--- src/rtl/adc_seq_pkg.sv ---
package adc_seq_pkg;
   localparam int CTL_W = 16;

   typedef struct packed {
      logic       rdy;
      logic       start;
      logic       rep;
      logic       ie;
      logic [1:0] ch;
      logic [1:0] tsel;
      logic       en;
   } ctl_t;

   function automatic logic [CTL_W-1:0] ctl_pack(input ctl_t c);
      logic [CTL_W-1:0] w;
      w       = '0;
      w[0]    = c.en;
      w[3:2]  = c.tsel;
      w[5:4]  = c.ch;
      w[9]    = c.ie;
      w[10]   = c.rep;
      w[12]   = c.start;
      w[13]   = c.rdy;
      return w;
   endfunction
endpackage

--- src/rtl/adc_seq_timer.sv ---
module adc_seq_timer #(
   parameter int CNT_W    = 8,
   parameter bit PERIODIC = 1'b0
) (
   input  logic             clk,
   input  logic             rst_n,
   input  logic             load,
   input  logic             kill,
   input  logic             hold,
   input  logic [CNT_W-1:0] load_val,
   output logic             active,
   output logic             fire
);
   initial assert (CNT_W >= 2) else $error("adc_seq_timer: CNT_W too small");

   logic [CNT_W-1:0] cnt_q;
   logic             act_q;
   logic             rearm;

   generate
      if (PERIODIC) begin : g_periodic
         assign rearm = 1'b1;
      end else begin : g_oneshot
         assign rearm = 1'b0;
      end
   endgenerate

   assign fire   = act_q && (cnt_q == CNT_W'(1)) && !hold;
   assign active = act_q;

   always_ff @(posedge clk) begin
      if (!rst_n) begin
         act_q <= 1'b0;
         cnt_q <= '0;
      end else if (kill) begin
         act_q <= 1'b0;
         cnt_q <= '0;
      end else if (load) begin
         act_q <= 1'b1;
         cnt_q <= load_val;
      end else if (act_q && cnt_q > CNT_W'(1)) begin
         cnt_q <= cnt_q - CNT_W'(1);
      end else if (fire) begin
         act_q <= rearm;
         cnt_q <= rearm ? load_val : '0;
      end
   end

   AST_LOAD_NO_FIRE: assert property (@(posedge clk) disable iff (!rst_n)
      load && !kill |=> active && !fire) else $error("fire right after load");
   AST_KILL_IDLE: assert property (@(posedge clk) disable iff (!rst_n)
      kill |=> !active) else $error("timer alive after kill");
endmodule

--- src/rtl/adc_seq_capture.sv ---
module adc_seq_capture #(
   parameter int NUM_CH   = 4,
   parameter int SAMPLE_W = 12,
   parameter int CH_W     = 2
) (
   input  logic                       clk,
   input  logic                       rst_n,
   input  logic [NUM_CH*SAMPLE_W-1:0] samples,
   input  logic [CH_W-1:0]            ch_sel,
   input  logic                       capture,
   input  logic                       invalidate,
   output logic [15:0]                data
);
   initial assert (SAMPLE_W >= 1 && SAMPLE_W <= 12) else $error("adc_seq_capture: SAMPLE_W out of range");

   localparam int PAD_W = 15 - SAMPLE_W;

   logic [SAMPLE_W-1:0] smp;
   logic [15:0]         data_q;

   always_comb begin
      smp = '0;
      for (int i = 0; i < NUM_CH; i++)
         if (ch_sel == CH_W'(i)) smp = samples[i*SAMPLE_W +: SAMPLE_W];
   end

   always_ff @(posedge clk) begin
      if (!rst_n)          data_q <= '0;
      else if (capture)    data_q <= {1'b1, {PAD_W{1'b0}}, smp};
      else if (invalidate) data_q[15] <= 1'b0;
   end

   assign data = data_q;

   AST_PAD_ZERO: assert property (@(posedge clk) disable iff (!rst_n)
      data[14:SAMPLE_W] == '0) else $error("reserved data bits set");
   AST_CAPTURE_VALID: assert property (@(posedge clk) disable iff (!rst_n)
      capture |=> data[15]) else $error("capture without valid");
endmodule

--- src/rtl/adc_conv_seq.sv ---
module adc_conv_seq
   import adc_seq_pkg::*;
#(
   parameter int SAMPLE_W  = 12,
   parameter int NUM_CH    = 4,
   parameter int CLK_HZ    = 27_000_000,
   parameter int REPEAT_HZ = 8000,
   parameter int BASE_CLKS = 16
) (
   input  logic                       clk,
   input  logic                       rst_n,
   input  logic                       ctrl_wr,
   input  logic [15:0]                ctrl_wdata,
   output logic [15:0]                ctrl_rdata,
   output logic [15:0]                data_rdata,
   input  logic [NUM_CH*SAMPLE_W-1:0] analog_in,
   output logic                       adc_irq
);
   localparam int CH_W       = 2;
   localparam int REP_PERIOD = CLK_HZ / REPEAT_HZ;
   localparam int MAX_CONV   = BASE_CLKS << 3;
   localparam int ONE_W      = $clog2(MAX_CONV + 1);
   localparam int REP_W      = $clog2(REP_PERIOD + 1);

   initial assert (NUM_CH >= 1 && NUM_CH <= 4) else $error("adc_conv_seq: NUM_CH must be 1..4");
   initial assert (REP_PERIOD > MAX_CONV) else $error("adc_conv_seq: repeat period too short");
   initial assert (BASE_CLKS >= 2) else $error("adc_conv_seq: BASE_CLKS too small");

   ctl_t ctl_q;
   logic pend_q;

   // write decode
   logic w_en, w_start, w_rep, w_stop_rep, w_kill, w_ack;
   assign w_en       = ctrl_wdata[0];
   assign w_start    = ctrl_wr && w_en && ctrl_wdata[12] && !ctl_q.start;
   assign w_rep      = ctrl_wr && w_en && ctrl_wdata[10];
   assign w_stop_rep = ctrl_wr && !(w_en && ctrl_wdata[10]);
   assign w_kill     = ctrl_wr && !w_en;
   assign w_ack      = ctrl_wr && ctrl_wdata[13] && ctl_q.rdy;

   logic unused_wbits;
   assign unused_wbits = ^{ctrl_wdata[15:14], ctrl_wdata[11], ctrl_wdata[8:6], ctrl_wdata[1]};

   logic [ONE_W-1:0] conv_len;
   assign conv_len = ONE_W'(BASE_CLKS) << ctrl_wdata[3:2];

   logic one_busy, one_fire, rep_busy, rep_fire, done;

   adc_seq_timer #(.CNT_W(ONE_W), .PERIODIC(1'b0)) u_single (
      .clk(clk), .rst_n(rst_n), .load(w_start), .kill(w_kill), .hold(ctrl_wr),
      .load_val(conv_len), .active(one_busy), .fire(one_fire));

   adc_seq_timer #(.CNT_W(REP_W), .PERIODIC(1'b1)) u_repeat (
      .clk(clk), .rst_n(rst_n), .load(w_rep), .kill(w_stop_rep), .hold(ctrl_wr),
      .load_val(REP_W'(REP_PERIOD)), .active(rep_busy), .fire(rep_fire));

   assign done = one_fire || rep_fire;

   always_ff @(posedge clk) begin
      if (!rst_n) begin
         ctl_q  <= '0;
         pend_q <= 1'b0;
      end else if (ctrl_wr) begin
         ctl_q.en    <= w_en;
         ctl_q.tsel  <= ctrl_wdata[3:2];
         ctl_q.ch    <= ctrl_wdata[5:4];
         ctl_q.ie    <= ctrl_wdata[9];
         ctl_q.rep   <= w_en && ctrl_wdata[10];
         ctl_q.start <= w_start ? 1'b0 : ctrl_wdata[12];
         ctl_q.rdy   <= (!w_en || w_ack || w_start) ? 1'b0 : !one_busy;
         if (w_ack) pend_q <= 1'b0;
      end else if (done) begin
         ctl_q.rdy <= 1'b1;
         if (ctl_q.ie) pend_q <= 1'b1;
      end
   end

   adc_seq_capture #(.NUM_CH(NUM_CH), .SAMPLE_W(SAMPLE_W), .CH_W(CH_W)) u_capture (
      .clk(clk), .rst_n(rst_n), .samples(analog_in), .ch_sel(ctl_q.ch),
      .capture(done), .invalidate(w_start || w_rep), .data(data_rdata));

   assign ctrl_rdata = ctl_pack(ctl_q);
   assign adc_irq    = pend_q;

   AST_START_CLEARS: assert property (@(posedge clk) disable iff (!rst_n)
      w_start |=> !ctrl_rdata[13] && !ctrl_rdata[12] && !data_rdata[15]) else $error("start flags");
   AST_IRQ_NEEDS_IE: assert property (@(posedge clk) disable iff (!rst_n)
      $rose(adc_irq) |-> ctrl_rdata[9]) else $error("irq without enable");
   AST_ACK_CLEARS: assert property (@(posedge clk) disable iff (!rst_n)
      w_ack |=> !adc_irq && !ctrl_rdata[13]) else $error("ack ignored");
   AST_OFF_IDLE: assert property (@(posedge clk) disable iff (!rst_n)
      !ctrl_rdata[0] |-> !ctrl_rdata[13] && !one_busy && !rep_busy) else $error("busy while off");
   AST_DONE_READY: assert property (@(posedge clk) disable iff (!rst_n)
      done |=> ctrl_rdata[13] && data_rdata[15]) else $error("done without ready");
   AST_REP_FLAG: assert property (@(posedge clk) disable iff (!rst_n)
      rep_busy |-> ctrl_rdata[10]) else $error("repeat without flag");
endmodule

--- config.mk ---
export PLATFORM = sky130hd
export DESIGN_NAME = adc_conv_seq
export DESIGN_NICKNAME = d
export VERILOG_FILES = /design/src/rtl/adc_seq_pkg.sv /design/src/rtl/adc_seq_timer.sv /design/src/rtl/adc_seq_capture.sv /design/src/rtl/adc_conv_seq.sv
export SDC_FILE = /design/constraint.sdc
export NUM_CORES = 1
export LEC_CHECK = 0
export BUFFER_PORTS_ARGS = -buffer_cell sky130_fd_sc_hd__buf_2
export CAP_MARGIN = 20
export CORE_UTILIZATION = 50
export DETAILED_ROUTE_END_ITERATION = 16
export PLACE_DENSITY = 0.82
export SYNTH_ARGS = -nofsm -noshare
export SYNTH_HDL_FRONTEND = slang
export SYNTH_SLANG_ARGS = --single-unit
--- constraint.sdc ---
create_clock -name clk -period 4.16 [get_ports clk]
set_clock_uncertainty 0.2 [all_clocks]
set_input_delay 0.832 -clock clk [delete_from_list [all_inputs] [get_ports clk]]
set_output_delay 0.832 -clock clk [all_outputs]
set_load 0.1 [all_outputs]
### After elaboration in Yosys (flattened, before gate mapping)

Cells that the tools add are included.

| storage, ports and cells | value |
|---|---|
| output and inout port bits | 33 |
| bits in registers | 45 |
| logic and storage cells | 94 |

| operators by class | value |
|---|---|
| order comparisons | 2 |
| shift operators | 1 |
| reduce and logical (&&, ||, !) cells | 39 |
| $add $sub $neg | 2 |
| bitwise gates (word level) | 1 |
| equality and inequality tests | 8 |
| mux-type cells | 26 |

Operators with widths:

| cell | count |
|---|---|
| $mux 12 | 7 |
| $mux 8 | 3 |
| $mux 1 | 16 |
| $logic_and 1x1->1 | 15 |
| $eq 12x1->1 const B | 1 |
| $gt 12x1->1 const B | 1 |
| $reduce_bool 2->1 | 6 |
| $sub 12x1->12 const B | 1 |
| $eq 8x1->1 const B | 1 |
| $gt 8x1->1 const B | 1 |
| $shl 5x2->8 const A | 1 |
| $sub 8x1->8 const B | 1 |
| $reduce_bool 3->1 | 2 |
| $logic_not 1->1 | 5 |
| $eq 2x2->1 const B | 2 |
| $logic_or 1x1->1 | 4 |
| $ne 2x2->1 const B | 2 |
| $reduce_and 2->1 | 2 |
| $reduce_or 2->1 | 2 |
| $reduce_and 3->1 | 1 |
| $reduce_or 3->1 | 1 |
| $eq 2x1->1 const B | 1 |
| $logic_not 2->1 | 1 |
| $ne 2x1->1 const B | 1 |
| $not 1->1 | 1 |

### Longest topological paths before layout

| logic depth | value |
|---|---|
| depth in word-level cells | 6 |
| gate-level depth with buffers | 7 |

### Hierarchy

Synthesis repeated with hierarchy kept, for this count alone.

| second synthesis, totals | value |
|---|---|
| cells, all modules | 323 |
| area total of the unflattened synthesis | 2904.0 µm² |

Modules (own cells, without submodules):

| module | area an instance (µm²) | cells an instance | sequential area each (µm²) | instances |
|---|---|---|---|---|
| adc_seq_timer (u_repeat) | 969.7 | 121 | 260.2 | 1 |
| adc_seq_capture | 833.3 | 76 | 260.2 | 1 |
| adc_seq_timer (u_single) | 576.8 | 71 | 180.2 | 1 |
| adc_conv_seq | 524.3 | 55 | 200.2 | 1 |

### Worst setup path after synthesis

No wires, ideal clock.

| timing | value |
|---|---|
| kind | input -> register |
| start | in ctrl_wr |
| end | reg u_capture.data_q[0] (netlist: u_capture.data[0]) |
| stages on the path | 7 |
| data arrival time | 2.212 ns |
| setup slack | 1.675 ns |
| required time | 3.888 ns |
| path buffers | 3 |
| setup time | 0.072 ns |
| cells stage by stage | buf_2 -> inv_1 -> and4_1 -> clkbuf_1 -> a22oi_2 -> buf_2 -> mux2i_1 |

| on the way | value |
|---|---|
| cells in the longest elaborated chain, start to end | 3 |
| elaborated cells on any way between the ends | 4 |

RTL lines:

| what | line | source |
|---|---|---|
| start, declared | adc_conv_seq.sv:12 | `input logic ctrl_wr,` |
| $logic_not 1->1 (*) | adc_seq_timer.sv:28 | `assign fire = act_q && (cnt_q == CNT_W'(1)) && !hold;` |
| $logic_and 1x1->1 | adc_seq_timer.sv:28 |  |
| $logic_or 1x1->1 (*) | adc_conv_seq.sv:57 | `assign done = one_fire \|\| rep_fire;` |
| end signal, assigned | adc_seq_capture.sv:29 | `else if (capture) data_q <= {1'b1, {PAD_W{1'b0}}, smp};` |
| end, declared | adc_seq_capture.sv:19 | `logic [15:0] data_q;` |

Mark *: on every way between the ends. The rest lies on a longest branch, timed or not.
A chain may end at the register's enable or synchronous reset.

### Worst setup path in the final report

| timing | value |
|---|---|
| start | in ctrl_wr |
| end | reg u_single.cnt_q[5] |

| on the way | value |
|---|---|
| cells in the longest elaborated chain, start to end | 4 |
| elaborated cells on any way between the ends | 9 |

RTL lines:

| what | line | source |
|---|---|---|
| $logic_and 1x1->1 (3 in series) | adc_conv_seq.sv:35 | `assign w_start = ctrl_wr && w_en && ctrl_wdata[12] && !ctl_q.start;` |
| $reduce_bool 3->1 (no source line) or $mux 8 (tied branches) | - |  |
| end signal, assigned | adc_seq_timer.sv:40 | `cnt_q <= load_val;` |
| end signal, assigned | adc_seq_timer.sv:42 | `cnt_q <= cnt_q - CNT_W'(1);` |
| end signal, assigned | adc_seq_timer.sv:45 | `cnt_q <= rearm ? load_val : '0;` |
| end, declared | adc_seq_timer.sv:16 | `logic [CNT_W-1:0] cnt_q;` |

Parallel ways exist; a longest one is shown, timed or not.

==> results_dict.tcl <==
set metrics [dict create \
    cts_buffer_depth 2 \
    worst_pin_slew_ns 0.753 \
    finalNonFillerCells 419 \
    vias_per_cell 5.71 \
    io_pins 100 \
    finalCriticalPeriod_ns 2.58 \
    power_uw 941 \
    place_ws_ns 1.30 \
    num_rows 25 \
    startpoint_type "input port" \
    critPathLaunch "ctrl_wr" \
    wl_per_cell_um 13.9 \
    r2r_cells 5 \
    end_kind "flop" \
    arrival_ns 2.61 \
    status "finished clean" \
    vias 2393 \
    async_flop_share 0 \
    syn_to_final_growth_pct 20.7 \
    ys_ff_latch 45 \
    grt_overflow 0 \
    dpl.hpwl_um 4540 \
    start_util 0.528 \
    p_leak_uw 0.00140 \
    rsz0062_at_grt "false" \
    final_antenna_net_count 0 \
    grt_pass1_wl_um 9720 \
    dr.pass1.iters 4 \
    drv_cap 0 \
    dieHeight_um 73.1 \
    postSynthCellCount 270 \
    io_buffer_count 82 \
    slew_headroom 0.495 \
    hold_class "flop to flop" \
    syn_area_per_cell_um2 9.37 \
    synth_area_um2 2530 \
    drc 0 \
    final_nets 422 \
    ys_warn_count 0 \
    combPwrFrac 0.215 \
    worstPathMaxFanout 18 \
    r2r-end "ctrl_rdata[13]" \
    wl_um 5840 \
    r2r-start "u_repeat.cnt_q[6]" \
    fp.dieArea_um2 5350 \
    swShare 0.320 \
    internal-power_uw 640 \
    synth_edf_count 0 \
    crit_required_ns 4.18 \
    core-area_um2 4790 \
    root_buffer "clkbuf_8" \
    clock_sinks 45 \
    antennaDiodeCount 0 \
    p_seq_frac 0.480 \
    drtIter0Drc 148 \
    setup_tns_ns 0 \
    max_freq_mhz 387 \
    cts_tree "yes" \
    timing.reg2reg.setup_slack_ns 1.94 \
    die_w_um 73.1 \
    insertion_delay_ns 0.30 \
    switching_power_uw 301 \
    synth_cell_types 59 \
    seq_area_frac_synth 0.356 \
    worst_slack_ns 1.58 \
    clk_pin_slew_ns 0.08 \
    hold_buffers 0 \
    p_clk_frac 0.305 \
    fin_crit_sh 0.621 \
    hold_violations 0 \
    setup_viol 0 \
    pwr_density_cell_nw_per_um2 308 \
    place_congestion 0.821 \
    crit_path_end "u_single.cnt_q[5]" \
    h-tree-depth 2 \
    grt_pass1_vias 2291 \
    slew_viol_final 0 \
    grt_use_total 0.236 \
    critical_path_class "input port to flop" \
    cts_made_buffers 5 \
    cts_setup_buffers 0 \
    grt_max_degree 29 \
    synth_top_flop_cell "dfxtp_1" \
    antenna_found_initial 0 \
    dp.cells 411 \
    layout-drive-gt1-share 0.330 \
    cts_resized 0 \
    ir_drop_uv 207 \
]
-- layout by cell type, fill, tap and decap left out, drive strengths merged, types with 4 or more instances in the layout --
master / n
buf: 85
dfxtp: 45
nand2: 35
nor2: 18
mux2i: 17
mux4: 12
conb: 10
o21ai: 10
a21oi: 9
inv: 8
or3: 7
a31oi: 6
clkbuf: 6
nor3: 6
o31ai: 5
nor2b: 4
o211ai: 4
a311oi: 4
ha: 4
or4: 4
-- per-layer routing --
| layer | up-vias | share of wire | GRT usage |
|---|---|---|---|
| met5 | - | 0 | 0 |
| met4 | 0 | 0.015 | 0.0893 |
| met3 | 9 | 0.062 | 0.0456 |
| met2 | 94 | 0.52 | 0.431 |
| met1 | 1130 | 0.40 | 0.269 |
| li1 | 1160 | - | - |
-- kinds of logic (layout without fill, tap and decap cells) --
group,count (synthesis),count (layout),synth area share
AO/OA/AOI/OAI,59,59,0.166
XOR/XNOR,3,3,0.0104
adder cells (fa/ha/maj),4,4,0.0198
buffers and inverters,29,102,0.0623
flip-flops,45,45,0.356
multiplexers,29,29,0.174
other,1,10,0.00148
AND/OR/NAND/NOR,100,100,0.210
-- cell usage after synthesis (all sizes together) (2+ instances only) --
library cell | n | area (µm²)
dfxtp | 45 | 901
nand2 | 35 | 131
nor2 | 18 | 67.6
mux2i | 17 | 170
buf | 14 | 101
mux4 | 12 | 270
o21ai | 10 | 50.1
a21oi | 9 | 45.0
inv | 8 | 30.0
or3 | 7 | 43.8
a31oi | 6 | 37.5
clkbuf | 6 | 22.5
nor3 | 6 | 35.0
o31ai | 5 | 37.5
a311oi | 4 | 35.0
ha | 4 | 50.1
nor2b | 4 | 25.0
o211ai | 4 | 30.0
or4 | 4 | 33.8
a21boi | 3 | 22.5
nand3 | 3 | 15.0
or2 | 3 | 18.8
xor2 | 3 | 26.3
a2111oi | 2 | 17.5
a41oi | 2 | 17.5
and2 | 2 | 12.5
and3 | 2 | 12.5
and4 | 2 | 17.5
nor3b | 2 | 15.0
nor4 | 2 | 12.5
o22ai | 2 | 12.5
o311ai | 2 | 17.5
or3b | 2 | 17.5
-- power groups by stage --
| stage | clock network, µW | logic (µW) | registers, µW |
|---|---|---|---|
| after floorplan | 0 | 123 | 498 |
| after global placement | 0 | 198 | 461 |
| after detailed placement | 0 | 202 | 462 |
| after CTS | 291 | 203 | 451 |
| after global routing | 308 | 215 | 453 |
| final | 287 | 202 | 452 |
-- critical path, stage by stage --
cell and delay [ns]:
buf_2 0.32, nand4b_1 0.54, nor3b_1 0.47, and3b_1 0.22
a211oi_1 0.20
-- final cells by class --
| type | count | area (µm²) |
|---|---|---|
| fillers | 408 | 1730 |
| well taps | 67 | 83.8 |
| repair buffers | 85 | 433 |
| multi-input cells | 205 | 1500 |
| flip-flops and latches | 45 | 901 |
| inverters | 9 | 33.8 |
| clock inverters | 2 | 13.8 |
| clock buffers | 6 | 82.6 |
-- worst min-delay path by stage --
stage | start | to | depth (start not counted)
after global routing | u_capture.data[4] | u_capture.data[4] | 2
final | u_capture.data[1] | u_capture.data[1] | 2
after floorplan | u_repeat.cnt_q[7] | u_repeat.cnt_q[7] | 2
after detailed placement | u_capture.data[0] | u_capture.data[0] | 2
after global placement | u_capture.data[4] | u_capture.data[4] | 2
after CTS | u_capture.data[1] | u_capture.data[1] | 2
-- state kept, by name, indices dropped and copies added, names as in the netlist --
| register | flops |
|---|---|
| adc_irq | 1 |
| ctrl_rdata | 9 |
| u_capture.data | 13 |
| u_repeat.active | 1 |
| u_repeat.cnt_q | 12 |
| u_single.active | 1 |
| u_single.cnt_q | 8 |
-- through the flow --
step / util / hold WS, ns / instance area [µm²]
2_1_floorplan: - / 0.268 / 2560
3_3_place_gp: 0.618 / 0.242 / 2960
5_1_grt: 0.638 / 0.286 / 3050
3_5_place_dp: 0.618 / 0.254 / 2960
6_report: 0.638 / 0.260 / 3050
4_1_cts: 0.638 / 0.267 / 3050
Power figures use the tool's default switching activity.
